<file path="config.mk">
export PLATFORM = sky130hd
export DESIGN_NAME = mpser_tx
export DESIGN_NICKNAME = d
export VERILOG_FILES = /design/src/rtl/mpser_pkg.sv /design/src/rtl/mpser_baud.sv /design/src/rtl/mpser_tdr.sv /design/src/rtl/mpser_shift.sv /design/src/rtl/mpser_pin.sv /design/src/rtl/mpser_tx.sv
export SDC_FILE = /design/constraint.sdc
export NUM_CORES = 1
export LEC_CHECK = 0
export ABC_AREA = 1
export CORE_ASPECT_RATIO = 1.4
export CORE_MARGIN = 2
export CORE_UTILIZATION = 36
export CTS_BUF_LIST = sky130_fd_sc_hd__clkbuf_8
export DETAILED_ROUTE_END_ITERATION = 10
export SETUP_SLACK_MARGIN = 0.5
export SLEW_MARGIN = 40
export SYNTH_ARGS = -nofsm -noshare
export SYNTH_HDL_FRONTEND = slang
export SYNTH_HIERARCHICAL = 1
export SYNTH_SLANG_ARGS = --single-unit
</file>
<file path="constraint.sdc">
create_clock -name clk -period 8.3 [get_ports clk]
set_input_delay 1.66 -clock clk [delete_from_list [all_inputs] [get_ports clk]]
set_output_delay 1.66 -clock clk [all_outputs]
set_load 0.02 [all_outputs]
</file>
<file path="src/rtl/mpser_pkg.sv">
package mpser_pkg;

   typedef enum logic [1:0] {
      WSRC_NONE = 2'd0,
      WSRC_CPU  = 2'd1,
      WSRC_DMA  = 2'd2
   } wsrc_e;

   typedef struct packed {
      logic empty;
      logic done;
      logic mpb;
   } tx_stat_t;

   localparam int unsigned MIN_DATA_W = 5;
   localparam int unsigned MAX_DATA_W = 9;

endpackage

</file>
<file path="src/rtl/mpser_baud.sv">
module mpser_baud #(
   parameter int unsigned DIV_W = 16
) (
   input  logic             clk,
   input  logic             rst_n,
   input  logic             run,
   input  logic [DIV_W-1:0] div_val,
   output logic             tick
);

   generate
      if (DIV_W < 1) begin : g_bad_div
         $error("mpser_baud: DIV_W must be at least 1");
      end
   endgenerate

   logic [DIV_W-1:0] cnt_q;

   assign tick = run && (cnt_q >= div_val);

   always_ff @(posedge clk or negedge rst_n) begin
      if (!rst_n) begin
         cnt_q <= '0;
      end else if (!run || tick) begin
         cnt_q <= '0;
      end else begin
         cnt_q <= cnt_q + 1'b1;
      end
   end

   // with a period above one clock, two ticks never come back to back
   a_r4_tick_gap: assert property (@(posedge clk) disable iff (!rst_n)
      (tick && div_val != '0 && $stable(div_val)) |=> !tick);

endmodule

</file>
<file path="src/rtl/mpser_tdr.sv">
module mpser_tdr
   import mpser_pkg::*;
#(
   parameter int unsigned DATA_W = 8
) (
   input  logic              clk,
   input  logic              rst_n,
   input  logic              cpu_wr,
   input  logic [DATA_W-1:0] cpu_data,
   input  logic              dma_wr,
   input  logic [DATA_W-1:0] dma_data,
   input  logic              st_wr,
   input  logic              st_mpb,
   input  logic              st_clr,
   input  logic              load,
   output logic              empty,
   output logic [DATA_W-1:0] data_q,
   output logic              mpb_q
);

   wsrc_e src;

   always_comb begin
      src = WSRC_NONE;
      if (empty) begin
         if (dma_wr) begin
            src = WSRC_DMA;
         end else if (cpu_wr) begin
            src = WSRC_CPU;
         end
      end
   end

   always_ff @(posedge clk or negedge rst_n) begin
      if (!rst_n) begin
         empty  <= 1'b1;
         data_q <= '0;
         mpb_q  <= 1'b0;
      end else if (load) begin
         empty <= 1'b1;
      end else begin
         case (src)
            WSRC_DMA: begin
               data_q <= dma_data;
               empty  <= 1'b0;
            end
            WSRC_CPU: data_q <= cpu_data;
            default: ;
         endcase
         if (empty && st_wr) begin
            mpb_q <= st_mpb;
            if (st_clr) begin
               empty <= 1'b0;
            end
         end
      end
   end

   // a move to the shifter frees the holding register at once
   a_r5_load_sets_empty: assert property (@(posedge clk) disable iff (!rst_n)
      load |=> empty);
   // a DMA write into an empty holding register clears the flag
   a_r7_dma_clears: assert property (@(posedge clk) disable iff (!rst_n)
      (dma_wr && empty) |=> !empty);
   // nothing overwrites a pending character
   a_r2_hold_pending: assert property (@(posedge clk) disable iff (!rst_n)
      (!empty && !load) |=> $stable(data_q));

endmodule

</file>
<file path="src/rtl/mpser_shift.sv">
module mpser_shift #(
   parameter int unsigned DATA_W = 8
) (
   input  logic              clk,
   input  logic              rst_n,
   input  logic              run,
   input  logic              tick,
   input  logic              load,
   input  logic [DATA_W-1:0] data,
   input  logic              mpb,
   output logic              bit_out,
   output logic              busy,
   output logic              free
);

   localparam int unsigned FRAME_W = DATA_W + 3;
   localparam int unsigned CNT_W   = $clog2(FRAME_W + 1);

   logic [FRAME_W-1:0] sr_q;
   logic [CNT_W-1:0]   left_q;

   assign busy    = (left_q != '0);
   assign free    = (left_q <= CNT_W'(1));
   assign bit_out = busy ? sr_q[0] : 1'b1;

   always_ff @(posedge clk or negedge rst_n) begin
      if (!rst_n) begin
         sr_q   <= '1;
         left_q <= '0;
      end else if (!run) begin
         sr_q   <= '1;
         left_q <= '0;
      end else if (load) begin
         sr_q   <= {1'b1, mpb, data, 1'b0};
         left_q <= CNT_W'(FRAME_W);
      end else if (tick && busy) begin
         sr_q   <= {1'b1, sr_q[FRAME_W-1:1]};
         left_q <= left_q - 1'b1;
      end
   end

   // every frame begins with a low start bit
   a_r4_start_low: assert property (@(posedge clk) disable iff (!rst_n)
      load |=> (bit_out == 1'b0));
   // disabling stops any frame at the next edge
   a_r10_abort: assert property (@(posedge clk) disable iff (!rst_n)
      !run |=> !busy);

endmodule

</file>
<file path="src/rtl/mpser_pin.sv">
module mpser_pin #(
   parameter bit OUT_REG = 1'b0
) (
   input  logic clk,
   input  logic rst_n,
   input  logic tx_en,
   input  logic shift_bit,
   input  logic port_dir,
   input  logic port_dat,
   output logic txd
);

   logic pin_d;

   always_comb begin
      if (tx_en) begin
         pin_d = shift_bit;
      end else if (port_dir) begin
         pin_d = port_dat;
      end else begin
         pin_d = 1'b1;
      end
   end

   generate
      if (OUT_REG) begin : g_flop
         logic pin_q;
         always_ff @(posedge clk or negedge rst_n) begin
            if (!rst_n) begin
               pin_q <= 1'b1;
            end else begin
               pin_q <= pin_d;
            end
         end
         assign txd = pin_q;
      end else begin : g_direct
         assign txd = pin_d;
      end
   endgenerate

endmodule

</file>
<file path="src/rtl/mpser_tx.sv">
module mpser_tx
   import mpser_pkg::*;
#(
   parameter int unsigned DATA_W  = 8,
   parameter int unsigned DIV_W   = 16,
   parameter bit          OUT_REG = 1'b0
) (
   input  logic              clk,
   input  logic              rst_n,
   input  logic              tx_en,
   input  logic [DIV_W-1:0]  div_val,
   input  logic              cpu_wr,
   input  logic [DATA_W-1:0] cpu_data,
   input  logic              st_wr,
   input  logic              st_mpb,
   input  logic              st_clr,
   input  logic              dma_wr,
   input  logic [DATA_W-1:0] dma_data,
   input  logic              port_dir,
   input  logic              port_dat,
   output logic              txd,
   output logic              txi,
   output logic              empty,
   output logic              tend,
   output logic              mpb_flag
);

   generate
      if (DATA_W < MIN_DATA_W || DATA_W > MAX_DATA_W) begin : g_bad_width
         $error("mpser_tx: DATA_W out of range");
      end
   endgenerate

   logic              tick;
   logic              load;
   logic              sh_busy;
   logic              sh_free;
   logic              sh_bit;
   logic [DATA_W-1:0] hold_data;
   tx_stat_t          stat;

   mpser_baud #(.DIV_W(DIV_W)) u_baud (
      .clk     (clk),
      .rst_n   (rst_n),
      .run     (tx_en),
      .div_val (div_val),
      .tick    (tick)
   );

   mpser_tdr #(.DATA_W(DATA_W)) u_tdr (
      .clk      (clk),
      .rst_n    (rst_n),
      .cpu_wr   (cpu_wr),
      .cpu_data (cpu_data),
      .dma_wr   (dma_wr),
      .dma_data (dma_data),
      .st_wr    (st_wr),
      .st_mpb   (st_mpb),
      .st_clr   (st_clr),
      .load     (load),
      .empty    (stat.empty),
      .data_q   (hold_data),
      .mpb_q    (stat.mpb)
   );

   assign load = tick && sh_free && !stat.empty;

   mpser_shift #(.DATA_W(DATA_W)) u_shift (
      .clk     (clk),
      .rst_n   (rst_n),
      .run     (tx_en),
      .tick    (tick),
      .load    (load),
      .data    (hold_data),
      .mpb     (stat.mpb),
      .bit_out (sh_bit),
      .busy    (sh_busy),
      .free    (sh_free)
   );

   mpser_pin #(.OUT_REG(OUT_REG)) u_pin (
      .clk       (clk),
      .rst_n     (rst_n),
      .tx_en     (tx_en),
      .shift_bit (sh_bit),
      .port_dir  (port_dir),
      .port_dat  (port_dat),
      .txd       (txd)
   );

   assign stat.done = stat.empty && !sh_busy;

   assign empty    = stat.empty;
   assign tend     = stat.done;
   assign mpb_flag = stat.mpb;
   assign txi      = stat.empty && tx_en;

   // a done line is an idle line
   a_r8_done_idle: assert property (@(posedge clk) disable iff (!rst_n)
      tend |-> (sh_bit == 1'b1));
   // a pending character at the end of a stop bit starts at once
   a_r9_chain: assert property (@(posedge clk) disable iff (!rst_n)
      (tx_en && tick && sh_busy && sh_free && !stat.empty) |=> sh_busy);

endmodule

</file>
# ---- Word level (Yosys, flattened, before mapping)
# Cells that the tools add are included.
dict set report word_totals {
  inputBits 42
  regBits 41
  wordCells 47
  output_inout_bits 5
}
dict set report classes {
  n_lt_le_gt_ge 2
  bitwise_logic 1
  reduce_logical 15
  n_eq_ne 3
  add_sub_neg 2
  muxes 18
}
# operator count
set op_table {}
lappend op_table {{$mux 11} 3}
lappend op_table {{$add 16x1->16 const B} 1}
lappend op_table {{$ge 16x16->1} 1}
lappend op_table {{$mux 16} 1}
lappend op_table {{$pmux 8 s2} 1}
lappend op_table {{$mux 4} 3}
lappend op_table {{$mux 1} 8}
lappend op_table {{$logic_and 1x1->1} 7}
lappend op_table {{$le 4x1->1 const B} 1}
lappend op_table {{$mux 2} 2}
lappend op_table {{$reduce_and 2->1} 2}
lappend op_table {{$reduce_bool 4->1} 1}
lappend op_table {{$sub 4x1->4 const B} 1}
lappend op_table {{$logic_not 1->1} 3}
lappend op_table {{$ne 3x1->1 const B} 1}
lappend op_table {{$eq 2x1->1 const B} 1}
lappend op_table {{$eq 2x2->1 const B} 1}
lappend op_table {{$reduce_bool 2->1} 1}
lappend op_table {{$logic_or 1x1->1} 1}
lappend op_table {{$not 1->1} 1}

# ---- Depth between registers and ports, before layout
# Gate-level depths: netlist (run 1).
dict set report depth {
  word_depth 8
  mapped_depth 21
  mapped_depth_nobuf 20
}

# ---- Modules after synthesis
# The synthesis (run 1) kept the hierarchy.
# module instances area_per_inst_um2 seq_area_each_um2 cells_each
set by_module_without_submodules {}
lappend by_module_without_submodules {mpser_baud 1 1251.2 400.4 154}
lappend by_module_without_submodules {mpser_shift 1 777.0 362.8 83}
lappend by_module_without_submodules {mpser_tdr 1 594.3 251.5 85}
lappend by_module_without_submodules {mpser_tx 1 25.0 0.0 6}
lappend by_module_without_submodules {mpser_pin 1 22.5 0.0 6}

# ---- Least setup slack after synthesis (run 1)
# OpenSTA, ideal clock, no wires.
dict set report synth_path {
  path_type {input to register}
  startpoint {in div_val[3]}
  endpoint {reg u_shift.left_q[2]}
  n_path_buf 1
  slack_ps 4416
  stages 20
  t_required_ps 8182
  t_arrival_ps 3766
  setup_ps 118
  path_cell_list {inv_1 ha_1 nand2_1 nor2_1 nor2_1 nand2_1 nand2_1 nand2_1 nand2_2 a21boi_0 nand2_1 nor2_1 inv_2 nand2_2 inv_2 nand2_4 inv_4 buf_6 nand2_1 o21ai_2}
}
dict set report synth_between {
  elab_chain_len 6
  word_cells_on_any_way 8
  classes_between {order compare (1); eq/ne (1); mux (2); reduce/logical (4)}
}
# element line
set synth_rtl {}
lappend synth_rtl {{from (decl)} mpser_tx.sv:11} ;# input logic [DIV_W-1:0] div_val,
lappend synth_rtl {{$ge 16x16->1 (*)} mpser_baud.sv:19} ;# assign tick = run && (cnt_q >= div_val);
lappend synth_rtl {{$logic_and 1x1->1 (*)} mpser_baud.sv:19}
lappend synth_rtl {{net tick} mpser_tx.sv:34} ;# logic tick;
lappend synth_rtl {{$logic_and 1x1->1 (*) (2 in series)} mpser_tx.sv:66} ;# assign load = tick && sh_free && !stat.empty;
lappend synth_rtl {{net load} mpser_tx.sv:35} ;# logic load;
lappend synth_rtl {{$mux 4} mpser_shift.sv:33} ;# end else if (load) begin
lappend synth_rtl {{$mux 4} mpser_shift.sv:30} ;# end else if (!run) begin
lappend synth_rtl {{to (signal assigned)} mpser_shift.sv:35} ;# left_q <= CNT_W'(FRAME_W);
lappend synth_rtl {{to (signal assigned)} mpser_shift.sv:38} ;# left_q <= left_q - 1'b1;
lappend synth_rtl {{to (decl)} mpser_shift.sv:20} ;# logic [CNT_W-1:0] left_q;
# The timed path passes the listed nets; every way through them passes the cells marked *.
# A chain may end at the register's enable or synchronous reset.

# ---- Final worst setup path (run 1)
dict set report layout_path {
  startpoint {in tx_en}
  endpoint {out txd}
}
dict set report layout_between {
  elab_chain_len 1
}
# element line
set layout_rtl {}
lappend layout_rtl {{from (decl)} mpser_tx.sv:10} ;# input logic tx_en,
lappend layout_rtl {{$mux 1} mpser_pin.sv:16} ;# if (tx_en) begin
lappend layout_rtl {{to (decl)} mpser_tx.sv:21} ;# output logic txd,
# Every way passes these cells.

==> results by group, run 1 <==
Drt
  • Detail Route Antenna Nets: 0
  • Via density: 4.42
  • # DRC: 0
  • DRT Wirelength: 4740 microns
  • Routed vias: 2125
  • Routed wire per std cell: 9.85 microns
  • Initial drt markers: 84
  • Pre-antenna DRT Iters: 4

Hold path
  • Tightest Hold Check Type: reg -> reg
  • Worst hold path startpoint: u_shift/sr_q[0]$_DFFE_PN1P_

STA
  • Slew Limit Headroom: 0.634
  • Final Cycle Share: 0.580
  • Hold Vio Cnt, Final: 0
  • Min Tclk post-route: 4.81 ns
  • Setup TNS: 0 ns
  • Unrepaired setup endpoints after global routing: false
  • Final setup fails: 0
  • Maximum clock frequency: 0.208 GHz
  • Layout Skew: 0.00752 ns
  • Pins Over Slew Limit: 0
  • Worst-Margin Slew: 0.546 ns

CTS
  • Clock root cell: clkbuf_8
  • Post-CTS Setup Inserts: 0
  • Deepest clock path buffer count: 2
  • Clk slew on worst S/H paths: 0.07 ns
  • # hold bufs at CTS: 0
  • CTS tree: done
  • Clock Latency Late Sink: 0.29 ns
  • Clk sinks: 40
  • CTS Buf Count: 5
  • Cts repair resizes: 0
  • Htree depth: 2

Cells and area
  • Commonest non-fill, non-tap cells in the layout: 89 x nand2_1, 56 x inv_1, 45 x clkdlybuf4s50_1, 29 x dfrtp_1, 22 x ha_1
  • N_diodes: 0
  • Commonest non-fill, non-tap cell in the layout: nand2_1
  • Finished Core Util: 0.452
  • Share of layout cells above drive strength 1: 0.159
  • Nets: 447
  • Final std cells w/o fill: 481
  • Area grow syn2layout: 23.1%

Logic synthesis
  • Top FF cell, synth: dfrtp_1
  • Post-synth EDFFs: 0
  • Sequential share of the synthesized area: 0.380
  • Synth Warn #: 6
  • Synth Area in Simple Gates: 0.284
  • Syn_nets: 398
  • Mux share of post-synthesis cell area: 0
  • Post-Syn Area per Cell: 7.99 sq um
  • Xor and xnor area share after synthesis: 0.0426
  • Synth Area in Compound Gates: 0.0843
  • Post-synth ARST share: 1.00
  • Yosys cell types: 31
  • Adder-cell share of the synthesized area: 0.103
  • Post-synthesis sequential element count: 40
  • Mapped Cells: 334
  • Main combinational cell family by area after synthesis: simple AND/OR/NAND/NOR gates
  • Synthesized cell area: 2670 sq um

Global route
  • Initial antenna violation count: 0
  • Pin count of the biggest net entering global routing: 41
  • Aggregate global-route resource usage: 0.127
  • Grt ovf: 0
  • Vias in the first global route: 2046
  • First-pass GRT wire length: 8500 microns

Place
  • PortBufs: 46
  • Inst Count DP: 473
  • Global placement routability congestion: 0.789
  • Post-DP HPWL: 3610 microns

Worst setup path
  • Worst setup EP type: primary output
  • CP delay by family, top: buffers and inverters
  • WP data arrival: 3.15 ns
  • Kind of critical path: in -> out
  • CP startpoint: tx_en
  • Slowest stage cell, crit path: clkdlybuf4s50_1
  • CP bufs+invs: 2
  • Startpoint Class: input port
  • Crit-path max FO: 10
  • Crit-path cells: clkdlybuf4s50_1, nand2_1, nand2_1, clkdlybuf4s50_1
  • CP required: 6.64 ns
  • Worst R2R Start: u_baud/cnt_q[3]$_DFF_PN0_
  • CP peak stage delay: 0.73 ns

Floorplanning
  • Die area: 8130 sq um
  • Placeable Area: 7270 sq um
  • Height of the die: 106 microns
  • Die width: 76.8 microns
  • Initial core utilization: 0.367
  • Site Rows: 37
  • Io pins: 47

Flow run
  • Number of max-cap violations: 0

Power and ir drop
  • Leakage: 1.60 nW
  • Total power: 444 uW
  • Pwr Density: 135 nW/um^2
  • Worst vdd rail ir drop: 0.0663 mV

Status
  • Outcome: completed
report_power, final:
part           internal (mW)  switching [mW]
Sequential             0.217          0.0131
Clock                 0.0653          0.0623
Combinational         0.0438          0.0426
Total                  0.326           0.118
kinds of logic (layout without fill, tap and decap cells):
kind of cell / count (synthesis) / count (layout)
buffers and inverters: 64 / 114
AND/OR/NAND/NOR: 161 / 161
XOR/XNOR: 13 / 13
AO/OA/AOI/OAI: 34 / 34
adder cells (fa/ha/maj): 22 / 22
flip-flops: 40 / 40
state kept, by name, indices dropped and copies added (netlist names):
register and count:
u_tdr/empty 1, u_baud/cnt_q 16, u_tdr/mpb_q 1, u_shift/left_q 4, u_shift/sr_q 10, u_tdr/data_q 8
cell usage after synthesis (3+ instances only):
library cell  number  share of area
dfstp_2           11           0.11
nand2_1           89           0.13
nor2_1            19          0.027
nand4_1            5          0.012
xor2_1            12          0.039
buf_6              3          0.013
ha_1              22           0.10
nand3_1           17          0.032
dfrtp_1           29           0.27
inv_1             54          0.076
nand2_2            5          0.012
o22ai_1            8          0.019
a21oi_1            9          0.017
o21ai_2           10          0.033
nor2_2            15          0.035
inv_2              4         0.0056
metrics by stage:
step / instance area [sq um] / hold slack [ns] / setup slack (ns)
3_5_place_dp: 3200 / 0.465 / 3.48
6_report: 3290 / 0.474 / 3.49
2_1_floorplan: 2670 / 0.449 / 4.42
3_3_place_gp: 3190 / 0.464 / 3.50
5_1_grt: 3290 / 0.494 / 3.41
4_1_cts: 3290 / 0.476 / 3.48
layer usage:
metal	global-route usage	up-vias	share of wire
met5	0	-	0
met4	0.0481	0	0.0091
met3	0.0272	4	0.037
met2	0.229	44	0.50
met1	0.146	930	0.45
li1	-	1147	-
path summary, 6_finish.rpt:
| path | end | slack (ns) | cells past startpoint |
|---|---|---|---|
| worst max-delay path | txd | 3.49 | 4 |
| worst min-delay path | u_shift/sr_q[0]$_DFFE_PN1P_ | 0.47 | 2 |
| worst max register to register | u_shift/left_q[2]$_DFFE_PN0P_ | 5.39 | 18 |
| worst min register to register | u_shift/sr_q[0]$_DFFE_PN1P_ | 0.47 | 2 |
| max in group asynchronous | u_shift/sr_q[9]$_DFFE_PN1P_ | 6.59 | 1 |
| min in group asynchronous | u_baud/cnt_q[14]$_DFF_PN0_ | 1.33 | 1 |
layout make-up:
| class | instances | area, sq um |
|---|---|---|
| sequential | 40 | 1010 |
| fill | 735 | 3980 |
| multi-input combinational | 230 | 1370 |
| inverter | 60 | 230 |
| clock inverter | 2 | 7.51 |
| tap | 97 | 121 |
| timing repair buffer | 46 | 458 |
| clock buffer | 6 | 82.6 |
worst min-delay path, cell delays in order, from the launching register on:
cell and delay, ns:
dfstp_2 0.37, nand2_1 0.05, o21ai_1 0.05
No activity file was read; power rests on OpenSTA's default activity.
==> run 2, diff against run 1 <==
Clock period 8.3 ns to 4.3 ns, I/O delays scaled along.
==> run 2 against run 1 <==
Against the previous run:
- cell area rose by 0.30%
- flip-flop and latch count did not move
- clock-buffer cell count did not move
- register-to-register slack got worse by 3.8 ns
- wire length rose by 7.8%
- core utilization rose by 0.14 points
- critical endpoint is now u_shift/left_q[2]$_DFFE_PN0P_
- worst setup slack got worse by 2.5 ns
- sequential power rose by 93%
- largest power group unchanged
- die area did not move
- clock power rose by 98%
- non-clock buffer count rose by 1
==> results by group, run 2 (synthesis results as in run 1) <==
Power and ir drop
  • Switch Pwr: 237 uW (was 118 uW)
  • Sequential power share: 0.512 (was 0.518)
  • Leakage: 1.60 nW (about the same)
  • Comb pwr share: 0.195 (about the same)
  • Internal: 631 uW (was 326 uW)
  • Pwr Density: 263 nW/um^2 (was 135 nW/um^2)
  • Clk pwr share: 0.293 (was 0.288)
  • Worst vdd rail ir drop: 0.156 mV (was 0.0663 mV)
  • Switching part of the total power: 0.273 (was 0.266)

CTS
  • Clk sinks: 40 (unchanged)
  • Clock root cell: clkbuf_8 (unchanged)
  • Post-CTS Setup Inserts: 0 (unchanged)
  • CTS tree: done (unchanged)
  • Deepest clock path buffer count: 2 (unchanged)
  • CTS Buf Count: 5 (unchanged)
  • Cts repair resizes: 0 (unchanged)
  • Htree depth: 2 (unchanged)
  • Clock Latency Late Sink: 0.30 ns (was 0.29 ns)
  • Clk slew on worst S/H paths: 0.07 ns (about the same)
  • # hold bufs at CTS: 0 (unchanged)

Drt
  • DRT Wirelength: 5110 microns (was 4740 microns)
  • Pre-antenna DRT Iters: 4 (unchanged)
  • Routed vias: 2183 (was 2125)
  • # DRC: 0 (unchanged)
  • Routed wire per std cell: 10.6 microns (was 9.85 microns)
  • Via density: 4.53 (was 4.42)
  • Initial drt markers: 45 (was 84)
  • Detail Route Antenna Nets: 0 (unchanged)

Worst setup path
  • CP peak stage delay: 0.45 ns (was 0.73 ns)
  • CP required: 4.48 ns (was 6.64 ns)
  • WP data arrival: 3.46 ns (was 3.15 ns)
  • Startpoint Class: input port (unchanged)
  • CP bufs+invs: 6 (was 2)
  • Most frequent CP cell: nand2_1
  • Kind of critical path: in -> reg (was in -> out)
  • Crit-path max FO: 21 (was 10)
  • Worst setup EP type: flop (was primary output)
  • CP delay by family, top: simple AND/OR/NAND/NOR gates (was buffers and inverters)
  • Slowest stage cell, crit path: clkdlybuf4s50_1 (unchanged)
  • Crit-path cells: clkdlybuf4s50_1, inv_1, ha_1, nand2_1, nor2_1, nor2_1, nand2_1, nand2_1, nand2_1, nand2_2, a21boi_0, nand2_1, nor2_1, buf_4, inv_2, nand2_2, inv_2, nand2_4, inv_4, nand2_1, o21ai_2 (was clkdlybuf4s50_1, nand2_1, nand2_1, clkdlybuf4s50_1)

Global route
  • Vias in the first global route: 2185 (was 2046)
  • Pin count of the biggest net entering global routing: 41 (unchanged)
  • Initial antenna violation count: 0 (unchanged)
  • Grt ovf: 0 (unchanged)
  • First-pass GRT wire length: 9270 microns (was 8500 microns)
  • Aggregate global-route resource usage: 0.140 (was 0.127)

Floorplanning
  • Site Rows: 37 (unchanged)
  • Io pins: 47 (unchanged)
  • Placeable Area: 7270 sq um (unchanged)
  • Die width: 76.8 microns (unchanged)
  • Height of the die: 106 microns (unchanged)
  • Initial core utilization: 0.367 (unchanged)
  • Die area: 8130 sq um (unchanged)

Cells and area
  • N_diodes: 0 (unchanged)
  • Max reg flops: 16 (unchanged)
  • Commonest non-fill, non-tap cell in the layout: nand2_1 (unchanged)
  • Share of layout cells above drive strength 1: 0.166 (was 0.159)
  • Biggest regs: u_baud/cnt_q x16, u_shift/sr_q x10, u_tdr/data_q x8 (unchanged)
  • Commonest non-fill, non-tap cells in the layout: 89 x nand2_1, 54 x inv_1, 45 x clkdlybuf4s50_1, 29 x dfrtp_1, 22 x ha_1 (was 89 x nand2_1, 56 x inv_1, 45 x clkdlybuf4s50_1, 29 x dfrtp_1, 22 x ha_1)
  • Largest register by flop count: u_baud/cnt_q (unchanged)
  • Nets: 448 (was 447)
  • Area grow syn2layout: 23.4% (was 23.1%)

STA
  • Slew Limit Headroom: 0.676 (was 0.634)
  • Final Cycle Share: 0.762
  • Min Tclk post-route: 3.28 ns
  • Setup TNS: 0 ns (unchanged)
  • Layout Skew: 0.00556 ns (was 0.00752 ns)
  • Pins Over Slew Limit: 0 (unchanged)
  • Hold Vio Cnt, Final: 0 (unchanged)
  • Fin worst setup slack: 1.02 ns (was 3.49 ns)
  • Maximum clock frequency: 0.305 GHz
  • Worst-Margin Slew: 0.486 ns (was 0.546 ns)
  • Final setup fails: 0 (unchanged)
  • Unrepaired setup endpoints after global routing: false (unchanged)

Place
  • Post-DP HPWL: 3990 microns (was 3610 microns)
  • PortBufs: 46 (unchanged)
  • Pre-CTS setup slack: 0.687 ns (was 3.48 ns)
  • Global placement routability congestion: 0.759 (was 0.789)

Status
  • Outcome: completed (unchanged)

Hold path
  • Tightest Hold Check Type: reg -> reg (unchanged)

Flow run
  • Number of max-cap violations: 0 (unchanged)
run 2: cell types whose count changed in the layout (fill, tap and decap cells not counted), sizes merged:
cell	previous run	this run
clkinv	0	2
inv	62	60
buf	1	2
run 2: power by group through the flow:
stage                     Clock [mW]  Sequential [mW]  Combinational (mW)
after CTS                      0.264            0.445               0.173
final                          0.254            0.444               0.169
after global routing           0.283            0.449               0.194
after floorplan                    0            0.444               0.105
after global placement             0            0.451               0.169
after detailed placement           0            0.451               0.172
run 2: worst reg2reg max path: cells and delay by family (launching register included):
family | cells | cell delay [ns]
compound gates | 2 | 0.36
fa+ha+maj | 1 | 0.32
buf+inv | 4 | 0.41
flops | 1 | 0.44
simple gates | 12 | 1.05
run 2: worst paths after layout:
| kind | startpoint | end | slack [ns] | cells after the start |
|---|---|---|---|---|
| worst min register to register | u_shift/sr_q[8]$_DFFE_PN1P_ | u_shift/sr_q[8]$_DFFE_PN1P_ | 0.48 | 2 |
| worst max register to register | u_baud/cnt_q[3]$_DFF_PN0_ | u_shift/left_q[2]$_DFFE_PN0P_ | 1.60 | 19 |
| worst min-delay path | u_shift/sr_q[8]$_DFFE_PN1P_ | u_shift/sr_q[8]$_DFFE_PN1P_ | 0.48 | 2 |
| worst max-delay path | div_val[3] | u_shift/left_q[2]$_DFFE_PN0P_ | 1.02 | 21 |
| max in group asynchronous | rst_n | u_shift/sr_q[9]$_DFFE_PN1P_ | 3.41 | 1 |
| min in group asynchronous | rst_n | u_baud/cnt_q[14]$_DFF_PN0_ | 0.52 | 1 |
run 2: area by class of cell:
| cell class | count | area [sq um] |
|---|---|---|
| Multi-Input combinational cell | 230 | 1370 |
| Timing Repair Buffer | 47 | 465 |
| Tap cell | 97 | 121 |
| Clock inverter | 2 | 10.0 |
| Inverter | 60 | 230 |
| Clock buffer | 6 | 82.6 |
| Sequential cell | 40 | 1010 |
| Fill cell | 773 | 3970 |
run 2: per-stage QoR:
step | instance area [sq um] | instances | hold WS [ns] | power [mW] | util
CTS | 3300 | 482 | 0.488 | 0.882 | 0.453
floorplan | 2670 | 334 | 0.449 | 0.549 | -
global route | 3300 | 482 | 0.498 | 0.927 | 0.453
finish | 3300 | 482 | 0.485 | 0.868 | 0.453
global placement | 3200 | 474 | 0.469 | 0.620 | 0.440
detailed placement | 3200 | 474 | 0.467 | 0.623 | 0.441
run 2: routing by layer:
layer / vias to the layer above / wire length (microns) / global-route usage
met3: 6 / 207 / 0.0306
met2: 46 / 2660 / 0.261
met5: - / 0 / 0
met4: 0 / 84 / 0.0506
li1: 1145 / - / -
met1: 986 / 2160 / 0.153
==> run 3, diff against run 2 <==
Clock period 4.3 ns to 2.6 ns, I/O delays scaled along.
==> run 3 against run 2 <==
Against the previous run:
- global-route usage is 1.2 points higher
- hold slack worse by 0.30 ns
- sequential share of layout area is 4.4 points lower
- critical path depth is 7 lower
- via count is 4.3% higher
- wire length is 12% higher
- power is 94% higher
- final cell count is 4.6% higher
- clock-buffer cell count is 1 lower
- sequential power is 68% higher
- critical endpoint is now u_shift/sr_q[5]$_DFFE_PN1P_
- largest cell class unchanged
==> results by group, run 3 (synthesis results as in run 1) <==
Power and ir drop
  • Clk pwr share: 0.350 (was 0.293)
  • Total power: 1.68 mW (was 868 uW)
  • Switch Pwr: 438 uW (was 237 uW)
  • Sequential power share: 0.444 (was 0.512)
  • Comb pwr share: 0.206 (was 0.195)
  • Switching part of the total power: 0.260 (was 0.273)
  • Pwr Density: 435 nW/um^2 (was 263 nW/um^2)
  • Internal: 1.24 mW (was 631 uW)
  • Worst vdd rail ir drop: 0.222 mV (was 0.156 mV)
  • Leakage: 1.80 nW (was 1.60 nW)

Worst setup path
  • Kind of critical path: reg -> reg (was in -> reg)
  • CP required: 2.82 ns (was 4.48 ns)
  • Startpoint Class: flop (was input port)
  • Crit-path max FO: 5 (was 21)
  • WP data arrival: 2.39 ns (was 3.46 ns)
  • Flop-to-flop setup slack: 0.43 ns (was 1.60 ns)
  • Worst reg2reg endpoint: u_shift/sr_q[5]$_DFFE_PN1P_ (was u_shift/left_q[2]$_DFFE_PN0P_)
  • Worst setup EP type: flop (unchanged)
  • Worst R2R Start: u_baud/cnt_q[11]$_DFF_PN0_ (was u_baud/cnt_q[3]$_DFF_PN0_)
  • Worst Reg-to-Reg Cells: 14 (was 19)

Cells and area
  • Area grow syn2layout: 44.8% (was 23.4%)
  • Nets: 470 (was 448)
  • FILL cells: 706 (was 773)
  • Largest register by flop count: u_baud/cnt_q (unchanged)
  • Max reg flops: 16 (unchanged)
  • N_diodes: 0 (unchanged)
  • Commonest non-fill, non-tap cells in the layout: 77 x nand2_1, 41 x inv_1, 25 x clkdlybuf4s50_1, 24 x dfrtp_1, 17 x buf_4 (was 89 x nand2_1, 54 x inv_1, 45 x clkdlybuf4s50_1, 29 x dfrtp_1, 22 x ha_1)
  • Biggest regs: u_baud/cnt_q x16, u_shift/sr_q x10, u_tdr/data_q x8 (unchanged)
  • Share of layout cells above drive strength 1: 0.373 (was 0.166)
  • Commonest non-fill, non-tap cell in the layout: nand2_1 (unchanged)

Flow run
  • Number of max-cap violations: 0 (unchanged)

Hold path
  • Tightest Hold Check Type: in -> async (was reg -> reg)

Drt
  • Via density: 4.52 (was 4.53)
  • WL met2: 3020 microns (was 2660 microns)
  • Metal3 WL: 216 microns (was 207 microns)
  • M1 WL: 2350 microns (was 2160 microns)
  • DRT Wirelength: 5700 microns (was 5110 microns)
  • Routed vias: 2276 (was 2183)
  • Highest metal used: met4 (unchanged)
  • Pre-antenna DRT Iters: 4 (unchanged)
  • Routed wire per std cell: 11.3 microns (was 10.6 microns)
  • Detail Route Antenna Nets: 0 (unchanged)
  • Initial drt markers: 80 (was 45)
  • # DRC: 0 (unchanged)

Floorplanning
  • Die area: 8130 sq um (unchanged)
  • Placeable Area: 7270 sq um (unchanged)
  • Site Rows: 37 (unchanged)
  • Initial core utilization: 0.367 (unchanged)
  • Die width: 76.8 microns (unchanged)
  • Height of the die: 106 microns (unchanged)
  • Io pins: 47 (unchanged)

CTS
  • Clock root cell: clkbuf_8 (unchanged)
  • Deepest clock path buffer count: 2 (unchanged)
  • Htree depth: 2 (unchanged)
  • Clock Latency Late Sink: 0.29 ns (was 0.30 ns)
  • Clk slew on worst S/H paths: 0.08 ns (was 0.07 ns)
  • # hold bufs at CTS: 0 (unchanged)
  • CTS tree: done (unchanged)
  • CTS Buf Count: 5 (unchanged)
  • Clk sinks: 40 (unchanged)

Global route
  • First-pass GRT wire length: 9920 microns (was 9270 microns)
  • Grt ovf: 0 (unchanged)
  • Initial antenna violation count: 0 (unchanged)
  • Aggregate global-route resource usage: 0.152 (was 0.140)
  • Pin count of the biggest net entering global routing: 41 (unchanged)
  • Vias in the first global route: 2246 (was 2185)

STA
  • Final Hold Slack: 0.186 ns (was 0.485 ns)
  • Maximum clock frequency: 0.462 GHz
  • Unrepaired setup endpoints after global routing: true (was false)
  • Final Cycle Share: 0.833
  • Final setup fails: 0 (unchanged)
  • Slew Limit Headroom: 0.670 (was 0.676)
  • Worst-Margin Slew: 0.495 ns (was 0.486 ns)
  • Hold Vio Cnt, Final: 0 (unchanged)
  • Pins Over Slew Limit: 0 (unchanged)
  • Layout Skew: 0.0134 ns (was 0.00556 ns)
  • Min Tclk post-route: 2.17 ns

Place
  • PortBufs: 46 (unchanged)
  • Global placement routability congestion: 0.828 (was 0.759)
  • Post-DP HPWL: 4050 microns (was 3990 microns)

Status
  • Outcome: completed (unchanged)
## run 3: cell count changes in the layout (fill, tap and decap cells not counted), moves of 6 or more
cell / change
a21oi_1: -6
buf_4: +15
clkdlybuf4s50_1: -20
dlygate4sd2_1: +13
ha_1: -11
ha_4: +11
inv_1: -13
inv_2: +10
nand2_1: -12
nand2_2: +7
o22ai_1: -6
o22ai_2: +6
## run 3: critical path: stages, from the launching register on
cell and delay, ns:
dfrtp_2 0.46, ha_4 0.31, nand4_1 0.15, nor2_1 0.15, nand2_2 0.08, a21boi_2 0.17
nand2_2 0.08, nor2_4 0.14, inv_2 0.06, nand2_4 0.07, inv_4 0.05, nand2_8 0.10
buf_12 0.13, inv_12 0.04, o21ai_2 0.10
## run 3: layout make-up
type | count | area, sq um | share of cell area
multi-input cells | 230 | 1690 | 0.436
flip-flops and latches | 40 | 1020 | 0.264
repair buffers | 67 | 623 | 0.161
inverters | 60 | 255 | 0.0660
well taps | 97 | 121 | 0.0314
clock buffers | 5 | 68.8 | 0.0178
clock inverters | 3 | 63.8 | 0.0165
repair inverters | 2 | 25.0 | 0.00647
## run 3: metal layers
metal	track usage	up-vias
met1	0.168	1036
met2	0.283	44
met3	0.0314	7
met4	0.0532	0
li1	-	1189
met5	0	-
## run 3: power by group through the flow
stage	Clock, mW	Sequential [mW]	Combinational (mW)
4_1_cts	0.608	0.739	0.331
3_3_place_gp	0	0.749	0.288
2_1_floorplan	0	0.737	0.181
5_1_grt	0.642	0.752	0.389
3_5_place_dp	0	0.749	0.296
6_report	0.588	0.746	0.347
## run 3: per-stage QoR
step | TNS, ns | cell area (sq um) | worst slack [ns] | instances | utilization
after global routing | 0 | 3860 | 0.302 | 504 | 0.532
final | 0 | 3860 | 0.433 | 504 | 0.532
after CTS | 0 | 3780 | 0.425 | 503 | 0.521
after floorplan | 0 | 2740 | 0.242 | 334 | -
after global placement | -3.53 | 3340 | -0.228 | 483 | 0.460
after detailed placement | -4.11 | 3340 | -0.267 | 483 | 0.460
## run 3: what timing repair did
| action | in CTS | in global routing |
|---|---|---|
| pin swaps | 36 | 15 |
| setup buffers | 10 | 1 |
| gates resized for setup | 75 | 29 |
| hold endpoints to repair | 0 | 0 |
| gates cloned | 2 | 0 |
| endpoints found under the setup margin | 33 | 25 |
## run 3: worst max path at each step
stage,slack [ns],start,end,cells past startpoint
floorplan,0.24,div_val[1],u_shift/left_q[2]$_DFFE_PN0P_,20
global placement,-0.23,div_val[1],u_shift/sr_q[2]$_DFFE_PN1P_,16
detailed placement,-0.27,div_val[1],u_shift/sr_q[8]$_DFFE_PN1P_,16
CTS,0.42,u_baud/cnt_q[9]$_DFF_PN0_,u_shift/sr_q[5]$_DFFE_PN1P_,16
global route,0.30,u_baud/cnt_q[1]$_DFF_PN0_,u_shift/sr_q[5]$_DFFE_PN1P_,18
finish,0.43,u_baud/cnt_q[11]$_DFF_PN0_,u_shift/sr_q[5]$_DFFE_PN1P_,14
